[src/rtl/pfd_pkg.sv]
package pfd_pkg;
  // pump current selection; the value order is the encoding seen on icp_code
  typedef enum logic [1:0] {
    ICP_100U = 2'd0,
    ICP_400U = 2'd1,
    ICP_700U = 2'd2,
    ICP_900U = 2'd3
  } icp_sel_e;

  localparam int unsigned PFD_OVL_W     = 4;
  localparam int unsigned PFD_LOCK_RUNS = 16;
endpackage

[src/rtl/pfd_edge_core.sv]
module pfd_edge_core #(
  parameter int unsigned OVL_W = 4
) (
  input  logic             clk,
  input  logic             rst_n,
  input  logic             ref_pulse,
  input  logic             fbk_pulse,
  input  logic [OVL_W-1:0] ovl_len,
  output logic             lead_set,
  output logic             lag_set,
  output logic             cmp_done
);
  logic             lead_q, lead_d;
  logic             lag_q, lag_d;
  logic [OVL_W-1:0] ocnt_q, ocnt_d;
  logic [OVL_W-1:0] ovl_eff;
  logic             both;
  logic             ocnt_en;

  assign ovl_eff  = (ovl_len == '0) ? OVL_W'(1) : ovl_len;
  assign both     = lead_q & lag_q;
  assign cmp_done = both && (ocnt_q == ovl_eff - 1'b1);
  assign ocnt_en  = both || (ocnt_q != '0);

  always_comb begin
    if (both) begin
      // overlap phase: inputs ignored, clear together at the end
      lead_d = !cmp_done;
      lag_d  = !cmp_done;
      ocnt_d = cmp_done ? '0 : ocnt_q + 1'b1;
    end else begin
      lead_d = lead_q | ref_pulse;
      lag_d  = lag_q | fbk_pulse;
      ocnt_d = '0;
    end
  end

  always_ff @(posedge clk or negedge rst_n) begin
    if (!rst_n) begin
      lead_q <= 1'b0;
      lag_q  <= 1'b0;
    end else begin
      lead_q <= lead_d;
      lag_q  <= lag_d;
    end
  end

  always_ff @(posedge clk or negedge rst_n) begin
    if (!rst_n) begin
      ocnt_q <= '0;
    end else if (ocnt_en) begin
      ocnt_q <= ocnt_d;
    end
  end

  assign lead_set = lead_q;
  assign lag_set  = lag_q;
endmodule

[src/rtl/pfd_lock_mon.sv]
module pfd_lock_mon #(
  parameter int unsigned OVL_W     = 4,
  parameter int unsigned LOCK_RUNS = 16
) (
  input  logic             clk,
  input  logic             rst_n,
  input  logic             lead_set,
  input  logic             lag_set,
  input  logic             cmp_done,
  input  logic [OVL_W-1:0] ovl_len,
  output logic             locked
);
  localparam int unsigned LCW = $clog2(LOCK_RUNS + 1);
  localparam logic [LCW-1:0] RUN_MAX = LCW'(LOCK_RUNS);
  localparam logic [OVL_W:0] LONE_MAX = '1;

  logic [OVL_W:0]   lone_q, lone_d;
  logic [LCW-1:0]   run_q, run_d;
  logic [OVL_W-1:0] ovl_eff;
  logic             good;
  logic             lone_en;

  assign ovl_eff = (ovl_len == '0) ? OVL_W'(1) : ovl_len;
  assign good    = lone_q <= {1'b0, ovl_eff};
  assign lone_en = cmp_done || ((lead_set ^ lag_set) && (lone_q != LONE_MAX));

  always_comb begin
    lone_d = cmp_done ? '0 : lone_q + 1'b1;
    if (!good)              run_d = '0;
    else if (run_q == RUN_MAX) run_d = run_q;
    else                    run_d = run_q + 1'b1;
  end

  always_ff @(posedge clk or negedge rst_n) begin
    if (!rst_n) begin
      lone_q <= '0;
    end else if (lone_en) begin
      lone_q <= lone_d;
    end
  end

  always_ff @(posedge clk or negedge rst_n) begin
    if (!rst_n) begin
      run_q <= '0;
    end else if (cmp_done) begin
      run_q <= run_d;
    end
  end

  assign locked = (run_q == RUN_MAX);
endmodule

[src/rtl/pfd_out_stage.sv]
module pfd_out_stage
  import pfd_pkg::*;
(
  input  logic       clk,
  input  logic       rst_n,
  input  logic       lead_set,
  input  logic       lag_set,
  input  logic       pol_in,
  input  logic [1:0] icp_in,
  output logic       pump_up,
  output logic       pump_dn,
  output logic       pump_hiz,
  output logic [1:0] icp_code
);
  logic     pol_q;
  icp_sel_e icp_q;
  logic     idle;

  assign idle = !lead_set && !lag_set;

  always_ff @(posedge clk or negedge rst_n) begin
    if (!rst_n) begin
      pol_q <= 1'b0;
      icp_q <= ICP_100U;
    end else if (idle) begin
      pol_q <= pol_in;
      icp_q <= icp_sel_e'(icp_in);
    end
  end

  assign pump_up  = pol_q ? lag_set : lead_set;
  assign pump_dn  = pol_q ? lead_set : lag_set;
  assign pump_hiz = idle;
  assign icp_code = icp_q;
endmodule

[src/rtl/pfd_polar_top.sv]
module pfd_polar_top
  import pfd_pkg::*;
#(
  parameter int unsigned OVL_W     = PFD_OVL_W,
  parameter int unsigned LOCK_RUNS = PFD_LOCK_RUNS
) (
  input  logic             clk,
  input  logic             rst_n,
  input  logic             ref_pulse,
  input  logic             fbk_pulse,
  input  logic [OVL_W-1:0] ovl_len,
  input  logic             pol_in,
  input  logic [1:0]       icp_in,
  output logic             pump_up,
  output logic             pump_dn,
  output logic             pump_hiz,
  output logic [1:0]       icp_code,
  output logic             locked
);
  logic [1:0] rsync_q;
  logic       rst_s_n;
  logic       lead_set, lag_set, cmp_done;

  // asynchronous assertion, synchronous release
  always_ff @(posedge clk or negedge rst_n) begin
    if (!rst_n) rsync_q <= 2'b00;
    else        rsync_q <= {rsync_q[0], 1'b1};
  end
  assign rst_s_n = rsync_q[1];

  pfd_edge_core #(.OVL_W(OVL_W)) u_core (
    .clk       (clk),
    .rst_n     (rst_s_n),
    .ref_pulse (ref_pulse),
    .fbk_pulse (fbk_pulse),
    .ovl_len   (ovl_len),
    .lead_set  (lead_set),
    .lag_set   (lag_set),
    .cmp_done  (cmp_done)
  );

  pfd_lock_mon #(.OVL_W(OVL_W), .LOCK_RUNS(LOCK_RUNS)) u_lock (
    .clk      (clk),
    .rst_n    (rst_s_n),
    .lead_set (lead_set),
    .lag_set  (lag_set),
    .cmp_done (cmp_done),
    .ovl_len  (ovl_len),
    .locked   (locked)
  );

  pfd_out_stage u_out (
    .clk      (clk),
    .rst_n    (rst_s_n),
    .lead_set (lead_set),
    .lag_set  (lag_set),
    .pol_in   (pol_in),
    .icp_in   (icp_in),
    .pump_up  (pump_up),
    .pump_dn  (pump_dn),
    .pump_hiz (pump_hiz),
    .icp_code (icp_code)
  );
endmodule

[config.mk]
export PLATFORM = sky130hd
export DESIGN_NAME = pfd_polar_top
export DESIGN_NICKNAME = d
export VERILOG_FILES = /design/src/rtl/pfd_pkg.sv /design/src/rtl/pfd_edge_core.sv /design/src/rtl/pfd_lock_mon.sv /design/src/rtl/pfd_out_stage.sv /design/src/rtl/pfd_polar_top.sv
export SDC_FILE = /design/constraint.sdc
export NUM_CORES = 1
export LEC_CHECK = 0
export ABC_AREA = 1
export BUFFER_PORTS_ARGS = -buffer_cell sky130_fd_sc_hd__buf_4
export CAP_MARGIN = 40
export CELL_PAD_IN_SITES_DETAIL_PLACEMENT = 0
export CELL_PAD_IN_SITES_GLOBAL_PLACEMENT = 2
export CORE_MARGIN = 2
export CORE_UTILIZATION = 37
export CTS_CLUSTER_DIAMETER = 60
export CTS_CLUSTER_SIZE = 20
export DETAILED_ROUTE_END_ITERATION = 7
export PLACE_DENSITY_LB_ADDON = 0.1
export SLEW_MARGIN = 10
export SYNTH_ARGS = -nofsm -noshare
export SYNTH_HDL_FRONTEND = slang
export SYNTH_SLANG_ARGS = --single-unit
[constraint.sdc]
create_clock -name clk -period 2.5 [get_ports clk]
set_clock_uncertainty 0.05 [all_clocks]
set_input_delay 0.5 -clock clk [delete_from_list [all_inputs] [get_ports clk]]
set_output_delay 0.5 -clock clk [all_outputs]
set_load 0.01 [all_outputs]
Yosys cells after proc, flatten, opt, wreduce, memory -nomap -nowiden
Cells that the tools add are included.
W data, S select, Z words.
{"block": "word_totals", "regBits": 21, "out_inout_bits": 6, "word_cells": 42, "in_bits": 11}
{"block": "classes", "eq_ne": 4, "n_reduce_logical": 11, "magnitude_cmp": 1, "add_sub_neg": 4, "muxes": 10, "bitwise": 4}
{"operator": "$mux W5", "n": 3}
{"operator": "$mux W4", "n": 3}
{"operator": "$add A5 B1 Y5 const B", "n": 2}
{"operator": "$eq A5 B5 Y1 const B", "n": 1}
{"operator": "$le A5 B4 Y1", "n": 1}
{"operator": "$ne A5 B5 Y1 const B", "n": 1}
{"operator": "$add A4 B1 Y4 const B", "n": 1}
{"operator": "$eq A4 B4 Y1", "n": 1}
{"operator": "$logic_not A4 Y1", "n": 1}
{"operator": "$mux W1", "n": 4}
{"operator": "$reduce_bool A4 Y1", "n": 1}
{"operator": "$sub A4 B1 Y4 const B", "n": 1}
{"operator": "$logic_and A1 B1 Y1", "n": 3}
{"operator": "$logic_not A1 Y1", "n": 3}
{"operator": "$logic_or A1 B1 Y1", "n": 2}
{"operator": "$ne A2 B2 Y1 const B", "n": 1}
{"operator": "$or A1 B1 Y1", "n": 2}
{"operator": "$reduce_and A2 Y1", "n": 1}
{"operator": "$and A1 B1 Y1", "n": 1}
{"operator": "$xor A1 B1 Y1", "n": 1}

Logic depth before layout (Yosys ltp)
Gate-level depths: netlist (run 1).
{"block": "logic_depth", "depth_word": 7, "mapped_depth": 13, "depth_no_buf": 13}

Cells and area by module
Synthesis (run 1) repeated with hierarchy kept, for this count alone.
{"block": "unflattened", "cells_unflattened": 179, "hier_area_um2": 1338.8}
{"module": "pfd_lock_mon", "area_each_um2": 723.2, "instances": 1, "cells_per_inst": 99, "seq_area_each_um2": 250.2}
{"module": "pfd_edge_core", "area_each_um2": 416.6, "instances": 1, "cells_per_inst": 59, "seq_area_each_um2": 150.1}
{"module": "pfd_out_stage", "area_each_um2": 145.1, "instances": 1, "cells_per_inst": 18, "seq_area_each_um2": 75.1}
{"module": "pfd_polar_top", "area_each_um2": 53.8, "instances": 1, "cells_per_inst": 3, "seq_area_each_um2": 50.0}

Least setup slack after synthesis (run 1)
OpenSTA, ideal clock, no wires.
{"block": "synth_timing", "path_type": "input -> register", "start": "input port ovl_len[1]", "end": "register u_lock.run_q[2]", "cell_stages": 11, "arrival_ns": 1.768, "path_buffers": 0, "required_ns": 2.331, "setup_ns": 0.119, "slack_ns": 0.563, "path_cell_list": "nor2_2 -> nand2_2 -> nand2_2 -> inv_1 -> ha_1 -> xor2_1 -> nand3_2 -> nor2_8 -> nand3_4 -> nand2_1 -> nand2_1"}
{"block": "synth_via", "elab_chain_len": 6, "elab_cells_between_ends": 9}
{"element": "start: declaration", "line": "pfd_polar_top.sv:11", "source": "input logic [OVL_W-1:0] ovl_len,"}
{"element": "$logic_not A4 Y1", "line": "pfd_edge_core.sv:20, pfd_lock_mon.sv:23"}
{"element": "$mux W4 (*)", "line": "pfd_edge_core.sv:20, pfd_lock_mon.sv:23"}
{"element": "$sub A4 B1 Y4", "line": "pfd_edge_core.sv:22", "source": "assign cmp_done = both && (ocnt_q == ovl_eff - 1'b1);"}
{"element": "$eq A4 B4 Y1", "line": "pfd_edge_core.sv:22"}
{"element": "$logic_and A1 B1 Y1", "line": "pfd_edge_core.sv:22"}
{"element": "$reduce_and A2 Y1 (no line)"}
{"element": "end signal: assignment", "line": "pfd_lock_mon.sv:46", "source": "run_q <= run_d;"}
{"element": "end: declaration", "line": "pfd_lock_mon.sv:18", "source": "logic [LCW-1:0] run_q, run_d;"}
Mark *: on every way between the ends. The rest lies on a longest branch, timed or not.
A chain may end at the register's enable or synchronous reset.

Worst setup path in the final report (run 1)
Same ends and word-level chain as after synthesis.

==> run metrics, run 1 <==
Yosys cell types 26; Crit path max-delay family simple AND/OR/NAND/NOR gates; xor/xnor share of the synthesized area 0.0579; buffer and inverter count on the worst path 2; WP depth 12; setup_tns 0 ps; PD cells 1010 mW/mm^2; Clock Path Buffers 2; Gate Count Post-Synth 159; Worst-path clk slew 70 ps; critical path peak fanout 9; nature of the critical path startpoint primary input; H-tree Lvls 1; ant diodes 0; synthesized area per cell 8.57 um^2; syn nets 183; Buffers on Ports 16; worst-margin pin slew 780 ps; Final Critical Period 1920 ps; Die H 64.7 um; Tcrit/Tclk final 0.770; max-cap viol count 0; area delta synth->final 17.0%; nets 204; initial core utilization 0.378; drt via density 4.60; register area share after synthesis 0.386; largest family of logic cells by synthesized area simple AND/OR/NAND/NOR gates; FMAX 520 MHz; number of remaining DRC errors 0; DRC marker count from the first detailed-route iteration 11; HP Class reg2async; crit path kind in2reg; Rows 22; worst path required time 2600 ps; Core Footprint 0.00361 mm^2; CTS Sinks 21; crit-path cells buf_4 -> nor2_2 -> nand2_2 -> nand2_2 -> inv_1 -> ha_1 -> xor2_1 -> nand3_2 -> nor2_8 -> nand3_4 -> nand2_1 -> nand2_1; warnings from Yosys 0; R2R depth 7; hpwl dp 2.09 mm; most common cell after layout, fill and taps aside nand2_1; Vias 1044; initial antenna violation count 0; die area 0.00418 mm^2; leading area contributor after synthesis dfrtp_1; largest net degree at the start of global routing 20; synthesized cell area 0.00136 mm^2; Non-Filler Instances 227; ANT nets after route 0; status finished, final reports clean; Placed Cells incl. Taps 222; final WL 2.59 mm; leak pwr 0.829 nW; Clk Latency, worst-skew pair 260 ps; Synth Area in Adders 0.119; I/O pin count 17; unrepaired setup endpoints after global routing no; cts bufs inserted 3; gpl congestion 0.698; TritonRoute pass-1 iters 4; top-area cell type share of the netlist area 0.386; Relative slew margins 0.480; mux share of post-synthesis cell area 0.0248; Synth Register Bits 21; Arrival @ worst endpoint 2020 ps; utilization after layout 0.442; Total Power 1.61 mW; final hold vios 0; Die W 64.7 um; Max VDD drop 0.000506 V; most frequent cells in the layout nand2_1 (37), dfrtp_1 (21), inv_1 (20), buf_4 (16), ha_1 (13); slowest CP cell ha_1; CP peak stage delay 300 ps; first-pass GRT wire length 4.75 mm; CP endpoint kind register; root buf cell clkbuf_8; TritonCTS clock tree done; Synth Area in Compound Gates 0.0478; setup violators final 0; WL per Instance 11.4 um; Post-Synth Simple-Gate Area 0.294; Synth area leaders dfrtp_1 (39%), ha_1 (12%), nand2_1 (10%), inv_1 (5.5%), nand3_1 (4.0%); GRT Total Usage 0.147; total grt overflow 0; layout cell share with drive strength beyond 1 0.207; vias in the first global route 1090; max-slew violations 0
## Yosys cell counts
cell type	instances
nor2_1	9
nand2_1	37
nand3_1	11
ha_1	13
a21boi_0	2
a21oi_1	3
nor2_8	1
nor3_1	1
nand3_4	2
nand4_1	6
nor2_2	1
xor2_1	6
conb_1	1
inv_4	1
and3_1	1
xnor2_1	3
clkbuf_1	1
nor2_4	1
a22oi_1	2
mux2_2	3
nand3_2	2
nand2_2	5
inv_1	20
dfrtp_1	21
inv_2	2
o21ai_0	4
## final timing paths
check | from | end | slack [ps]
max reg2reg | u_lock.lone_q[1]$_DFFE_PN0P_ | u_lock.lone_q[3]$_DFFE_PN0P_ | 630
min in group clk | rsync_q[0]$_DFF_PN0_ | rsync_q[1]$_DFF_PN0_ | 310
min | rsync_q[1]$_DFF_PN0_ | u_lock.run_q[3]$_DFFE_PN0P_ | 280
max | ovl_len[1] | u_lock.run_q[2]$_DFFE_PN0P_ | 580
max in group asynchronous | rsync_q[1]$_DFF_PN0_ | u_core.ocnt_q[3]$_DFFE_PN0P_ | 1640
min reg2reg | rsync_q[1]$_DFF_PN0_ | u_lock.run_q[3]$_DFFE_PN0P_ | 280
## routing by layer
metal	vias to the layer above	track usage	wire [um]
li1	549	-	-
met1	477	0.175	1200
met2	14	0.268	1270
met3	4	0.0174	72
met4	0	0.0559	42
met5	-	0	0
## cell type report
| type | count | area, um^2 |
|---|---|---|
| inverter | 23 | 88.8 |
| multi-input combinational | 114 | 744 |
| sequential | 21 | 526 |
| clock buffer | 4 | 45.0 |
| timing repair buffer | 17 | 130 |
| fill | 369 | 2010 |
| tap | 48 | 60.1 |
## state kept, by name (all words and copies together) (netlist names)
register	flops
u_out.pol_q	1
u_core.lead_set	1
u_core.ocnt_q	4
u_core.lag_set	1
u_out.icp_code	2
u_lock.lone_q	5
u_lock.run_q	5
rsync_q	2
## report_power, final
group,total (mW),switching (mW),internal [mW]
logic,0.809,0.463,0.346
clock network,0.218,0.105,0.113
registers,0.585,0.126,0.460
total,1.61,0.693,0.919
## logic make-up after synthesis
logic type,after synthesis
and+or+nand+nor,77
other,1
muxes,3
buffers and inverters,24
xor gates and xnor gates,9
AOI/OAI and AO/OA,11
adders and majority gates,13
DFF,21
## repair_timing
action / in CTS / in global routing
hold endpoints to repair: 2 / 0
hold buffers: 1 / 0
buffers inserted: 0 / 0
resized for setup: 0 / 0
## worst reg2reg max path, delay by kind of cell, from the launching register on
kind,cells,cell delay (ps)
flip-flops,1,420
adder cells (fa/ha/maj),2,380
XOR/XNOR,1,170
AND/OR/NAND/NOR,4,780
## metrics by stage
stage	worst slack [ps]	hold slack, ps	instance area (um^2)
after floorplan	563	154	1360
after global placement	337	233	1540
after detailed placement	292	233	1540
after CTS	569	295	1590
after global routing	436	336	1590
final	576	276	1590
(Power assumes the default switching activity.)
==> inputs of run 2 (changes only) <==
ABC_AREA = 0   (was 1)
CORE_UTILIZATION = 36   (was 37)
clock period = 2 ns   (was 2.5 ns; I/O delays follow)
==> run 2 against run 1 <==
Cell area is 4.7% higher; cell count is 9.3% lower; die area fell by 2.7%; worst hold slack got worse by 25 ps; core utilization up 5.0 points; synthesized cell count shrank 22%; clock power fell by 3%; clock-buffer cell count stayed put; register-to-register slack worse by 520 ps; critical endpoint is now u_lock.run_q[0]$_DFFE_PN0P_; highest routed layer unchanged.
==> run metrics, run 2 <==
status finished, final reports clean; Relative slew margins 0.460; largest net degree at the start of global routing 20; root buf cell clkbuf_4; fin area 0.00167 mm^2; first-pass GRT wire length 4.47 mm; Core Footprint 0.00339 mm^2; synthesized cell area 0.00129 mm^2; Sequential Area 526 um^2; Worst-path clk slew 120 ps; worst-margin pin slew 810 ps; most frequent cells in the layout buf_4 (32), dfrtp_1 (21), inv_1 (17), ha_1 (13), nor2_1 (11); mux share of post-synthesis cell area 0.0622; nature of the critical path startpoint register; Final Critical Period 1890 ps; warnings from Yosys 0; gpl congestion 0.769; Clock Path Buffers 2; PD cells 1270 mW/mm^2; top-count cell post-synth dfrtp_1; multi-input logic area 746 um^2; HP Class in2reg; GRT Total Usage 0.138; most common cell after layout, fill and taps aside buf_4; utilization after layout 0.492; unrepaired setup endpoints after global routing no; synthesized area per cell 10.4 um^2; initial antenna violation count 0; max-slew violations 0; top-area cell type share of the netlist area 0.408; R2R Path End u_lock.run_q[0]$_DFFE_PN0P_; ANT nets after route 0; critical path peak fanout 4; Top FF cell, synth dfrtp_1; Synth area leaders dfrtp_1 (41%), ha_1 (13%), inv_1 (5.0%), mux2_2 (3.5%), nor2_1 (3.5%); R2R Path Start u_lock.lone_q[2]$_DFFE_PN0P_; ant diodes 0; xor/xnor share of the synthesized area 0.0603; number of synthesized flops with an enable pin 0; leak pwr 0.839 nW; die area 0.00407 mm^2; DP Area 0.00159 mm^2; H-tree Lvls 1; setup violators final 0; Buffers on Ports 16; syn nets 148; max-cap viol count 0; FMAX 529 MHz; top flop regs u_lock.lone_q: 5 flops, u_lock.run_q: 5 flops, u_core.ocnt_q: 4 flops; Clk Latency, worst-skew pair 300 ps; min-delay src fbk_pulse; Yosys cell types 34; Synth Register Bits 21; Fill cells 309; TritonCTS clock tree done; final hold vios 0; I/O pin count 17; WHS Endpoint u_core.lag_set$_DFF_PN0_; Die H 63.8 um; Post-Synth Simple-Gate Area 0.161; vias in the first global route 1028; leading area contributor after synthesis dfrtp_1; async set or reset register ratio after synthesis 1.00; TritonRoute pass-1 iters 4; Arrival @ worst endpoint 2090 ps; register area share after synthesis 0.408; synth cell count leaders dfrtp_1 (21), inv_1 (17), ha_1 (13), nor2_1 (12), nand2_1 (8); layout cell share with drive strength beyond 1 0.331; Synth Area in Adders 0.126; cts bufs inserted 3; Tcrit/Tclk final 0.945; hpwl dp 1.92 mm; Die W 63.8 um; WL per Instance 12.0 um; DRC marker count from the first detailed-route iteration 25; final WL 2.46 mm; total grt overflow 0; crit path kind reg2reg; nets 185; worst path required time 2200 ps; drt via density 4.81; area delta synth->final 29.6%; R2R depth 6; largest family of logic cells by synthesized area simple AND/OR/NAND/NOR gates; Vias 991; Rows 21; CP endpoint kind register; Max VDD drop 0.000542 V; initial core utilization 0.380; Hold Path Depth 3; Synth Area in Compound Gates 0.126; CTS Sinks 21; number of remaining DRC errors 0; Gate Count Post-Synth 124; Reg2Reg Setup Slack 110 ps
==> run 2: changes by cell type in the layout (fill, tap and decap cells not counted), sizes merged, moves of 3 or more <==
cell,delta
nand2,-34
buf,+16
nand3,-11
inv,-6
nand4,-4
nor4b,+4
xor2,-3
==> run 2: where the power goes <==
part	leakage [nW]	switching (mW)	total [mW]	internal (mW)
logic	0.572	0.533	1.15	0.614
registers	0.253	0.182	0.766	0.584
clock network	0.0150	0.134	0.212	0.0777
total	0.839	0.849	2.12	1.28
==> run 2: logic make-up after synthesis <==
family,after synthesis
AOI/OAI and AO/OA,19
xor gates and xnor gates,7
adders and majority gates,13
buffers and inverters,18
DFF,21
muxes,7
other,1
and+or+nand+nor,38
==> run 2: how the worst max path moves through the flow <==
stage	from	to	slack, ps	depth (start not counted)
after floorplan	ovl_len[1]	u_lock.run_q[0]$_DFFE_PN0P_	20	8
after global placement	ovl_len[2]	u_lock.run_q[0]$_DFFE_PN0P_	-210	8
after detailed placement	ovl_len[2]	u_lock.run_q[0]$_DFFE_PN0P_	-210	8
after CTS	u_lock.lone_q[2]$_DFFE_PN0P_	u_lock.run_q[0]$_DFFE_PN0P_	50	6
after global routing	u_lock.lone_q[2]$_DFFE_PN0P_	u_lock.run_q[0]$_DFFE_PN0P_	10	6
final	u_lock.lone_q[2]$_DFFE_PN0P_	u_lock.run_q[0]$_DFFE_PN0P_	110	6
==> run 2: layout make-up <==
type                       count  share of cell area
sequential                    21               0.315
timing repair buffer          33               0.150
multi-input combinational     85               0.447
clock buffer                   4              0.0157
inverter                      17              0.0382
tap                           46              0.0345
==> run 2: repair_timing <==
| item | 4_1_cts | 5_1_grt |
|---|---|---|
| cloned | 0 | 0 |
| hold buffers | 1 | 0 |
| hold endpoints to repair | 2 | 0 |
| resized for setup | 1 | 3 |
| setup buffers | 0 | 2 |
| endpoints found under the setup margin | 3 | 4 |
| pin swaps | 0 | 0 |
==> run 2: routing by layer <==
layer,global-route usage,up-vias,wire length [um]
met4,0.0625,0,23
met1,0.173,473,1170
met3,0.0176,2,82
met5,0,-,0
met2,0.236,16,1180
li1,-,500,-
==> run 2: metrics by stage <==
step	hold WS [ps]	instances	setup WS, ps	setup TNS (ps)	power [mW]
global route	250	206	11.4	0	2.33
CTS	243	204	49.4	0	2.10
floorplan	54.4	124	17.5	0	1.45
detailed placement	134	199	-211	-1260	1.86
finish	251	206	110	0	2.12
global placement	132	199	-206	-1120	1.82
==> run 2: worst max-delay path: stages, from the launching register on <==
cell and delay (ps):
dfrtp_1 410, ha_1 310, a21oi_1 170, o221ai_2 120
a21oi_2 270, nor4b_4 310, mux2_2 200
